### src/rtl/rtc_wake_pkg.sv
package rtc_wake_pkg;
  localparam int unsigned ADDR_W     = 5;
  localparam int unsigned BYTE_W     = 8;
  localparam int unsigned NBYTES     = 4;
  localparam int unsigned TIME_W     = BYTE_W * NBYTES;
  localparam int unsigned CTRL_ADDR  = 1;
  localparam int unsigned WAKE_BASE  = 2;
  localparam int unsigned OFF_BASE   = WAKE_BASE + NBYTES;
  localparam int unsigned EN_BIT     = 0;
  localparam int unsigned ADD_BIT    = 2;
  localparam int unsigned CAUSE_W    = 4;
  localparam logic [CAUSE_W-1:0] CAUSE_TIMER = 4'd6;
  localparam logic [CAUSE_W-1:0] CAUSE_NONE  = 4'd0;
endpackage

### src/rtl/rtc_wake_adder.sv
module rtc_wake_adder
  import rtc_wake_pkg::*;
(
  input  logic              clk,
  input  logic              rst_n,
  input  logic              start,
  input  logic [TIME_W-1:0] rtc,
  input  logic [TIME_W-1:0] offset,
  output logic              busy,
  output logic              load,
  output logic [TIME_W-1:0] sum
);
  always_ff @(posedge clk) begin
    if (!rst_n) busy <= 1'b0;
    else        busy <= start;
  end

  assign load = busy;
  assign sum  = rtc + offset;
endmodule

### src/rtl/rtc_wake_regs.sv
module rtc_wake_regs
  import rtc_wake_pkg::*;
(
  input  logic              clk,
  input  logic              rst_n,
  input  logic              wr_en,
  input  logic [ADDR_W-1:0] wr_addr,
  input  logic [BYTE_W-1:0] wr_data,
  input  logic              load,
  input  logic [TIME_W-1:0] load_value,
  input  logic              busy,
  input  logic [ADDR_W-1:0] rd_addr,
  output logic [BYTE_W-1:0] rd_data,
  output logic [TIME_W-1:0] wake_time,
  output logic [TIME_W-1:0] offset,
  output logic              sleep_en
);
  always_ff @(posedge clk) begin
    if (!rst_n) sleep_en <= 1'b0;
    else if (wr_en && wr_addr == ADDR_W'(CTRL_ADDR)) sleep_en <= wr_data[EN_BIT];
  end

  for (genvar i = 0; i < NBYTES; i++) begin : g_lane
    always_ff @(posedge clk) begin
      if (!rst_n) begin
        wake_time[i*BYTE_W +: BYTE_W] <= '0;
      end else if (load) begin
        wake_time[i*BYTE_W +: BYTE_W] <= load_value[i*BYTE_W +: BYTE_W];
      end else if (wr_en && wr_addr == ADDR_W'(WAKE_BASE + i)) begin
        wake_time[i*BYTE_W +: BYTE_W] <= wr_data;
      end
    end

    always_ff @(posedge clk) begin
      if (!rst_n) begin
        offset[i*BYTE_W +: BYTE_W] <= '0;
      end else if (wr_en && wr_addr == ADDR_W'(OFF_BASE + i)) begin
        offset[i*BYTE_W +: BYTE_W] <= wr_data;
      end
    end
  end

  always_comb begin
    rd_data = '0;
    if (rd_addr == ADDR_W'(CTRL_ADDR)) begin
      rd_data[EN_BIT]  = sleep_en;
      rd_data[ADD_BIT] = busy;
    end else begin
      for (int j = 0; j < NBYTES; j++) begin
        if (rd_addr == ADDR_W'(WAKE_BASE + j)) rd_data = wake_time[j*BYTE_W +: BYTE_W];
        if (rd_addr == ADDR_W'(OFF_BASE + j))  rd_data = offset[j*BYTE_W +: BYTE_W];
      end
    end
  end
endmodule

### src/rtl/rtc_wake_cmp.sv
module rtc_wake_cmp
  import rtc_wake_pkg::*;
(
  input  logic              clk,
  input  logic              rst_n,
  input  logic              asleep,
  input  logic              sleep_en,
  input  logic [TIME_W-1:0] rtc,
  input  logic [TIME_W-1:0] wake_time,
  output logic              wake
);
  always_ff @(posedge clk) begin
    if (!rst_n)                 wake <= 1'b0;
    else if (!asleep || !sleep_en) wake <= 1'b0;
    else if (rtc >= wake_time)  wake <= 1'b1;
  end
endmodule

### src/rtl/rtc_wake_timer.sv
module rtc_wake_timer
  import rtc_wake_pkg::*;
(
  input  logic               clk,
  input  logic               rst_n,
  input  logic               wr_valid,
  output logic               wr_ready,
  input  logic [ADDR_W-1:0]  wr_addr,
  input  logic [BYTE_W-1:0]  wr_data,
  input  logic [ADDR_W-1:0]  rd_addr,
  output logic [BYTE_W-1:0]  rd_data,
  input  logic [TIME_W-1:0]  rtc_count,
  input  logic               asleep,
  output logic               wake_req,
  output logic [CAUSE_W-1:0] wake_cause
);
  logic              wr_fire;
  logic              add_start;
  logic              pending_q;
  logic              add_load;
  logic [TIME_W-1:0] add_sum;
  logic [TIME_W-1:0] wake_time_q;
  logic [TIME_W-1:0] offset_q;
  logic              sleep_en_q;

  assign wr_ready  = !pending_q;
  assign wr_fire   = wr_valid && wr_ready;
  assign add_start = wr_fire && wr_addr == ADDR_W'(CTRL_ADDR) && wr_data[ADD_BIT];

  rtc_wake_adder u_adder (
    .clk    (clk),
    .rst_n  (rst_n),
    .start  (add_start),
    .rtc    (rtc_count),
    .offset (offset_q),
    .busy   (pending_q),
    .load   (add_load),
    .sum    (add_sum)
  );

  rtc_wake_regs u_regs (
    .clk        (clk),
    .rst_n      (rst_n),
    .wr_en      (wr_fire),
    .wr_addr    (wr_addr),
    .wr_data    (wr_data),
    .load       (add_load),
    .load_value (add_sum),
    .busy       (pending_q),
    .rd_addr    (rd_addr),
    .rd_data    (rd_data),
    .wake_time  (wake_time_q),
    .offset     (offset_q),
    .sleep_en   (sleep_en_q)
  );

  rtc_wake_cmp u_cmp (
    .clk       (clk),
    .rst_n     (rst_n),
    .asleep    (asleep),
    .sleep_en  (sleep_en_q),
    .rtc       (rtc_count),
    .wake_time (wake_time_q),
    .wake      (wake_req)
  );

  assign wake_cause = wake_req ? CAUSE_TIMER : CAUSE_NONE;
endmodule

### config.mk
export PLATFORM = sky130hd
export DESIGN_NAME = rtc_wake_timer
export DESIGN_NICKNAME = d
export VERILOG_FILES = /design/src/rtl/rtc_wake_pkg.sv /design/src/rtl/rtc_wake_adder.sv /design/src/rtl/rtc_wake_regs.sv /design/src/rtl/rtc_wake_cmp.sv /design/src/rtl/rtc_wake_timer.sv
export SDC_FILE = /design/constraint.sdc
export NUM_CORES = 1
export LEC_CHECK = 0
export ABC_AREA = 1
export BUFFER_PORTS_ARGS = -buffer_cell sky130_fd_sc_hd__clkbuf_2
export CORE_MARGIN = 2
export CORE_UTILIZATION = 60
export DETAILED_ROUTE_END_ITERATION = 8
export PLACE_DENSITY = 0.91
export SETUP_SLACK_MARGIN = 0.2
export SLEW_MARGIN = 30
export SYNTH_ARGS = -nofsm -noshare
export SYNTH_HDL_FRONTEND = slang
export SYNTH_SLANG_ARGS = --single-unit
### constraint.sdc
create_clock -name clk -period 2.15 [get_ports clk]
set_clock_uncertainty 0.05 [all_clocks]
set_input_delay 0.215 -clock clk [delete_from_list [all_inputs] [get_ports clk]]
set_output_delay 0.215 -clock clk [all_outputs]
set_load 0.1 [all_outputs]
# After elaboration in Yosys (flattened, before gate mapping)
# Index checks and enable logic that the tools add are counted.
# op_classes
n_lt_le_gt_ge	1
muxes	21
n_eq_ne	18
bitwise	1
addsub	1
reduce_logical	20
# ops
op	n
8-bit 2-to-1 mux	16
5-bit by 3-bit == test with 1-bit output, second input constant	8
32-bit adder	1
32-bit >= comparator	1
5-bit by 2-bit == test with 1-bit output, second input constant	4
5-bit by 4-bit == test with 1-bit output, second input constant	4
1-bit logical AND	11
5-bit by 1-bit == test with 1-bit output, second input constant	2
2-bit nonzero test	4
5-bit 2-to-1 mux	1
1-bit logical NOT	3
1-bit 2-to-1 mux	3
3-bit 2-to-1 mux	1
2-bit OR reduction	1
1-bit logical OR	1
1-bit inverter	1
# totals
ff_bits	67
out_inout_bits	14
in_bits	54
wordCells	73

# Logic depth before layout (Yosys ltp)
# depth
ltp_word	10
ltp_mapped	13
depth_no_buf	13

# By module
# From an unflattened synthesis, not the netlist that was laid out.
# hier_totals
cells_unflattened	1149
area_unflattened_um2	6712.7
# by_module_without_submodules
mod	instances	cells_per_inst	seq_area_each_um2	area_each_um2
rtc_wake_regs	1	490	1301.2	3320.7
rtc_wake_adder	1	498	20.0	2419.8
rtc_wake_cmp	1	145	20.0	894.6
rtc_wake_timer	1	16	0.0	77.6

# Worst setup path after synthesis
# Ideal clock, no wire load.
# synth_timing
path_type	input -> output
startpoint	in rd_addr[4]
endpoint	out rd_data[6]
t_required_ns	1.885
setup_slack_ns	-0.427
cell_stages	6
t_arrival_ns	2.312
path_buffers	1
cell_sequence	inv_1 -> nand3_1 -> nor2_1 -> inv_1 -> buf_2 -> o2111ai_1
# synth_via
elab_chain_len	10
elab_cells_between_ends	18
cone_classes	eq/ne: 9; mux: 9
# synth_rtl
element	line	text
from (decl)	rtc_wake_timer.sv:10	input logic [ADDR_W-1:0] rd_addr,
5-bit by 2-bit == test with 1-bit output	rtc_wake_regs.sv:50	if (rd_addr == ADDR_W'(WAKE_BASE + j)) rd_data = wake_time[j*BYTE_W +: BYTE_W];
8-bit 2-to-1 mux	rtc_wake_regs.sv:50	
8-bit 2-to-1 mux	rtc_wake_regs.sv:51	if (rd_addr == ADDR_W'(OFF_BASE + j)) rd_data = offset[j*BYTE_W +: BYTE_W];
8-bit 2-to-1 mux	rtc_wake_regs.sv:50	
8-bit 2-to-1 mux	rtc_wake_regs.sv:51	
8-bit 2-to-1 mux	rtc_wake_regs.sv:50	
8-bit 2-to-1 mux	rtc_wake_regs.sv:51	
8-bit 2-to-1 mux	rtc_wake_regs.sv:50	
8-bit 2-to-1 mux	rtc_wake_regs.sv:51	
5-bit 2-to-1 mux (*)	rtc_wake_regs.sv:45	if (rd_addr == ADDR_W'(CTRL_ADDR)) begin
to (decl)	rtc_wake_timer.sv:11	output logic [BYTE_W-1:0] rd_data,
# Mark *: on every way between the ends. The rest lies on a longest branch, timed or not.

# Worst setup path in the final report
# layout_timing
startpoint	in rd_addr[2]
endpoint	out rd_data[7]
# Same word-level chain as after synthesis.

==> metrics.txt <==
RR Startpoint=u_regs.offset[24]$_SDFFE_PN0P_; crit end category=primary output; Detail Route Antenna Nets=0; most frequent cells in the layout=285 x nand2_1, 226 x inv_1, 94 x a21oi_1; leading cell type in the layout, fill and taps excluded=nand2_1; top-area cell type share of the netlist area=0.207; Switching Share=0.314; vias in the first global route=6754; Post-Route WL=22800 µm; Placer Congestion=between 0.9 and 1; starting density of the core=0.622; Power Density=~390 nW/µm²; P_int=2.13 mW; Ports=68; Slew headroom=0.641; Overflow after GRT=0; Tmin final=1.97 ns; area grow syn2layout=21.9%; Setup CP Type=in -> out; Num CTS Buffers=9; status=finished clean; Synth cell types=42; Worst Path Buf+Inv=6; VDD IR max=roughly 0.64 mV; R2R Path End=u_regs.wake_time[25]$_SDFFE_PN0P_; Clock Tree Root=clkbuf_8; leakage power=around 3.8 nW; max-slew violation count=0; flops & latches, synth=67; Worst-Margin Slew=0.540 ns; period utilization=0.915; dpl ws=0.119 ns; largest net degree at the start of global routing=34; Die Ht=108 µm; Post-Synthesis Cells=1109; hold_sp=rst_n; CTS Buffer Depth=2; antenna violations before repair=0; crit start category=primary input; I/O Buffers=65; TritonCTS clock tree=built; Reg power frac=0.409; required time worst endpoint=about 1.9 ns; Tot Pwr=approximately 3.1 mW; Residual DRC=0; Reg2Reg Setup Slack=0.23 ns; Initial DRC Count=972; EDFF count, synth=0; CTS H-tree depth=3; synthesized area per cell=5.84 µm²; number of fillers in the final layout=~760; top_reg_cell synth=dfxtp_1; chip width=108 µm; Core Region=10400 µm²; first-pass GRT wire length=32800 µm; Num Clock Sinks=67; Hold Path Class=in -> reg; GRT Overall Usage=0.371; maximum clock rate=~500 MHz; Hold EP=u_regs.offset[8]$_SDFFE_PN0P_; setup ws final=0.182 ns; most area-hungry cell type in the Yosys netlist=dfxtp_1; Clk pin slew, worst setup/hold paths=0.07 ns; Setup-failing EPs final=0; via count=between 7000 and 8000; worst r2r path cells=10; asr flop ratio synth=0; drt pass-1 iters=6; worst path cell trace=clkbuf_2, inv_1, nor2_4, inv_2, nor2_4, inv_2, o22ai_1, nand2_1, o21ai_1, inv_1, buf_12; Ys Warns=0; Comb power frac=0.217; Slowest-stage cell, CP=o22ai_1; setup total negative slack=0 ns; vias per inst=5.90; die area=around 12000 µm²; Switch Pwr=about 970 µW; share of cells above drive strength 1=0.204; clock power share=0.374; hold slack=0.0771 ns; Routed wire per std cell=17.3 µm; CP max stage delay=between 0.2 and 0.3 ns; top cells by area, synth=dfxtp_1 21%, nand2_1 18%, inv_1 14%; Worst EP arrival=1.70 ns; hold depth=3; Std-Cell Rows=37; Hold Violations, Final=0; sequential share of the synthesized area=0.207; RSZ-0062 raised after global routing=yes; Largest delay share family, worst path=buffers and inverters; hpwl dp=16900 µm; Mapped Area=~6500 µm²; n_diodes=0; worst-path maximum fanout=6; Hold Buf Count CTS=0; Max Cap Viol=0; nets=1296; latest clock arrival within the worst-skew pair=0.37 ns
metrics by stage:
stage	utilization	instance area (µm²)	cells
final	0.758	7900	1319
after global routing	0.758	7900	1319
after CTS	0.705	7340	1315
after detailed placement	0.680	7080	1299
after global placement	0.680	7080	1299
after floorplan	-	6490	1110
kinds of logic after synthesis:
group / synth area share
simple gates: 0.331
fa+ha+maj: 0.125
other cells: 0.000579
flops: 0.207
buf+inv: 0.160
compound gates: 0.174
xor+xnor: 0.00270
cell usage after synthesis, drive strengths merged, types with 2 or more instances:
library cell and instances:
nand3 66, nand4 10, nand2 309, clkbuf 7
inv 246, ha 63, nand3b 5, a31oi 8
a21o 2, or2 7, o21bai 2, dfxtp 67
o2111ai 2, o22ai 30, nor3 13, o211ai 3
buf 14, a21oi 98, o21ai 60, a22oi 2
o21a 2, nor4 2, nor2 84
cell type report:
class | instances | area (µm²) | share of cell area
sequential | 67 | 1370 | 0.174
multi-input combinational | 775 | 4650 | 0.589
tap | 136 | 170 | 0.0216
inverter | 247 | 935 | 0.118
clock buffer | 10 | 128 | 0.0162
clock inverter | 6 | 80.1 | 0.0101
timing repair buffer | 78 | 558 | 0.0707
repair_timing:
action                                  4_1_cts  5_1_grt
resized for setup                            11      134
endpoints found under the setup margin       14       35
setup buffers                                 0        4
pin swaps                                     0       28
worst reg2reg max path: stages (launching register included):
cell	delay [ns]
dfxtp_1	0.35
ha_2	0.40
nand2_1	0.12
nor2_2	0.21
nand2_1	0.12
nor2_1	0.15
nand2_2	0.08
nand3_1	0.07
nand2_1	0.05
nand3_1	0.12
a21oi_1	0.08
how the worst max path moves through the flow:
stage | start | to | slack (ns) | cells past startpoint
3_3_place_gp | rtc_count[0] | u_regs.wake_time[12]$_SDFFE_PN0P_ | 0.16 | 12
6_report | rd_addr[2] | rd_data[7] | 0.18 | 11
2_1_floorplan | rd_addr[4] | rd_data[6] | 0.21 | 6
3_5_place_dp | rtc_count[0] | u_regs.wake_time[12]$_SDFFE_PN0P_ | 0.12 | 12
4_1_cts | u_regs.wake_time[14]$_SDFFE_PN0P_ | rd_data[6] | 0.15 | 5
5_1_grt | u_regs.offset[1]$_SDFFE_PN0P_ | rd_data[1] | 0.10 | 7
state kept, by name, indices dropped and copies added, names as in the netlist:
register and flops:
u_cmp.wake 1, u_regs.sleep_en 1, u_adder.busy 1, u_regs.wake_time 32, u_regs.offset 32
power by group through the flow:
| stage | clock network (mW) | registers [mW] | logic [mW] |
|---|---|---|---|
| 6_report | 1.16 | 1.27 | 0.674 |
| 5_1_grt | 1.20 | 1.27 | 0.731 |
| 4_1_cts | 1.14 | 1.27 | 0.582 |
| 3_5_place_dp | 0 | 1.30 | 0.575 |
| 3_3_place_gp | 0 | 1.30 | 0.560 |
| 2_1_floorplan | 0 | 1.29 | 0.380 |
layer usage:
metal,vias to the layer above,GRT usage,routed length (µm),share of wire
li1,3666,-,-,-
met1,3372,0.448,8250,0.36
met2,580,0.590,10100,0.44
met3,166,0.0751,2490,0.11
met4,0,0.257,1960,0.086
met5,-,0,0,0
(Power assumes the default switching activity.)
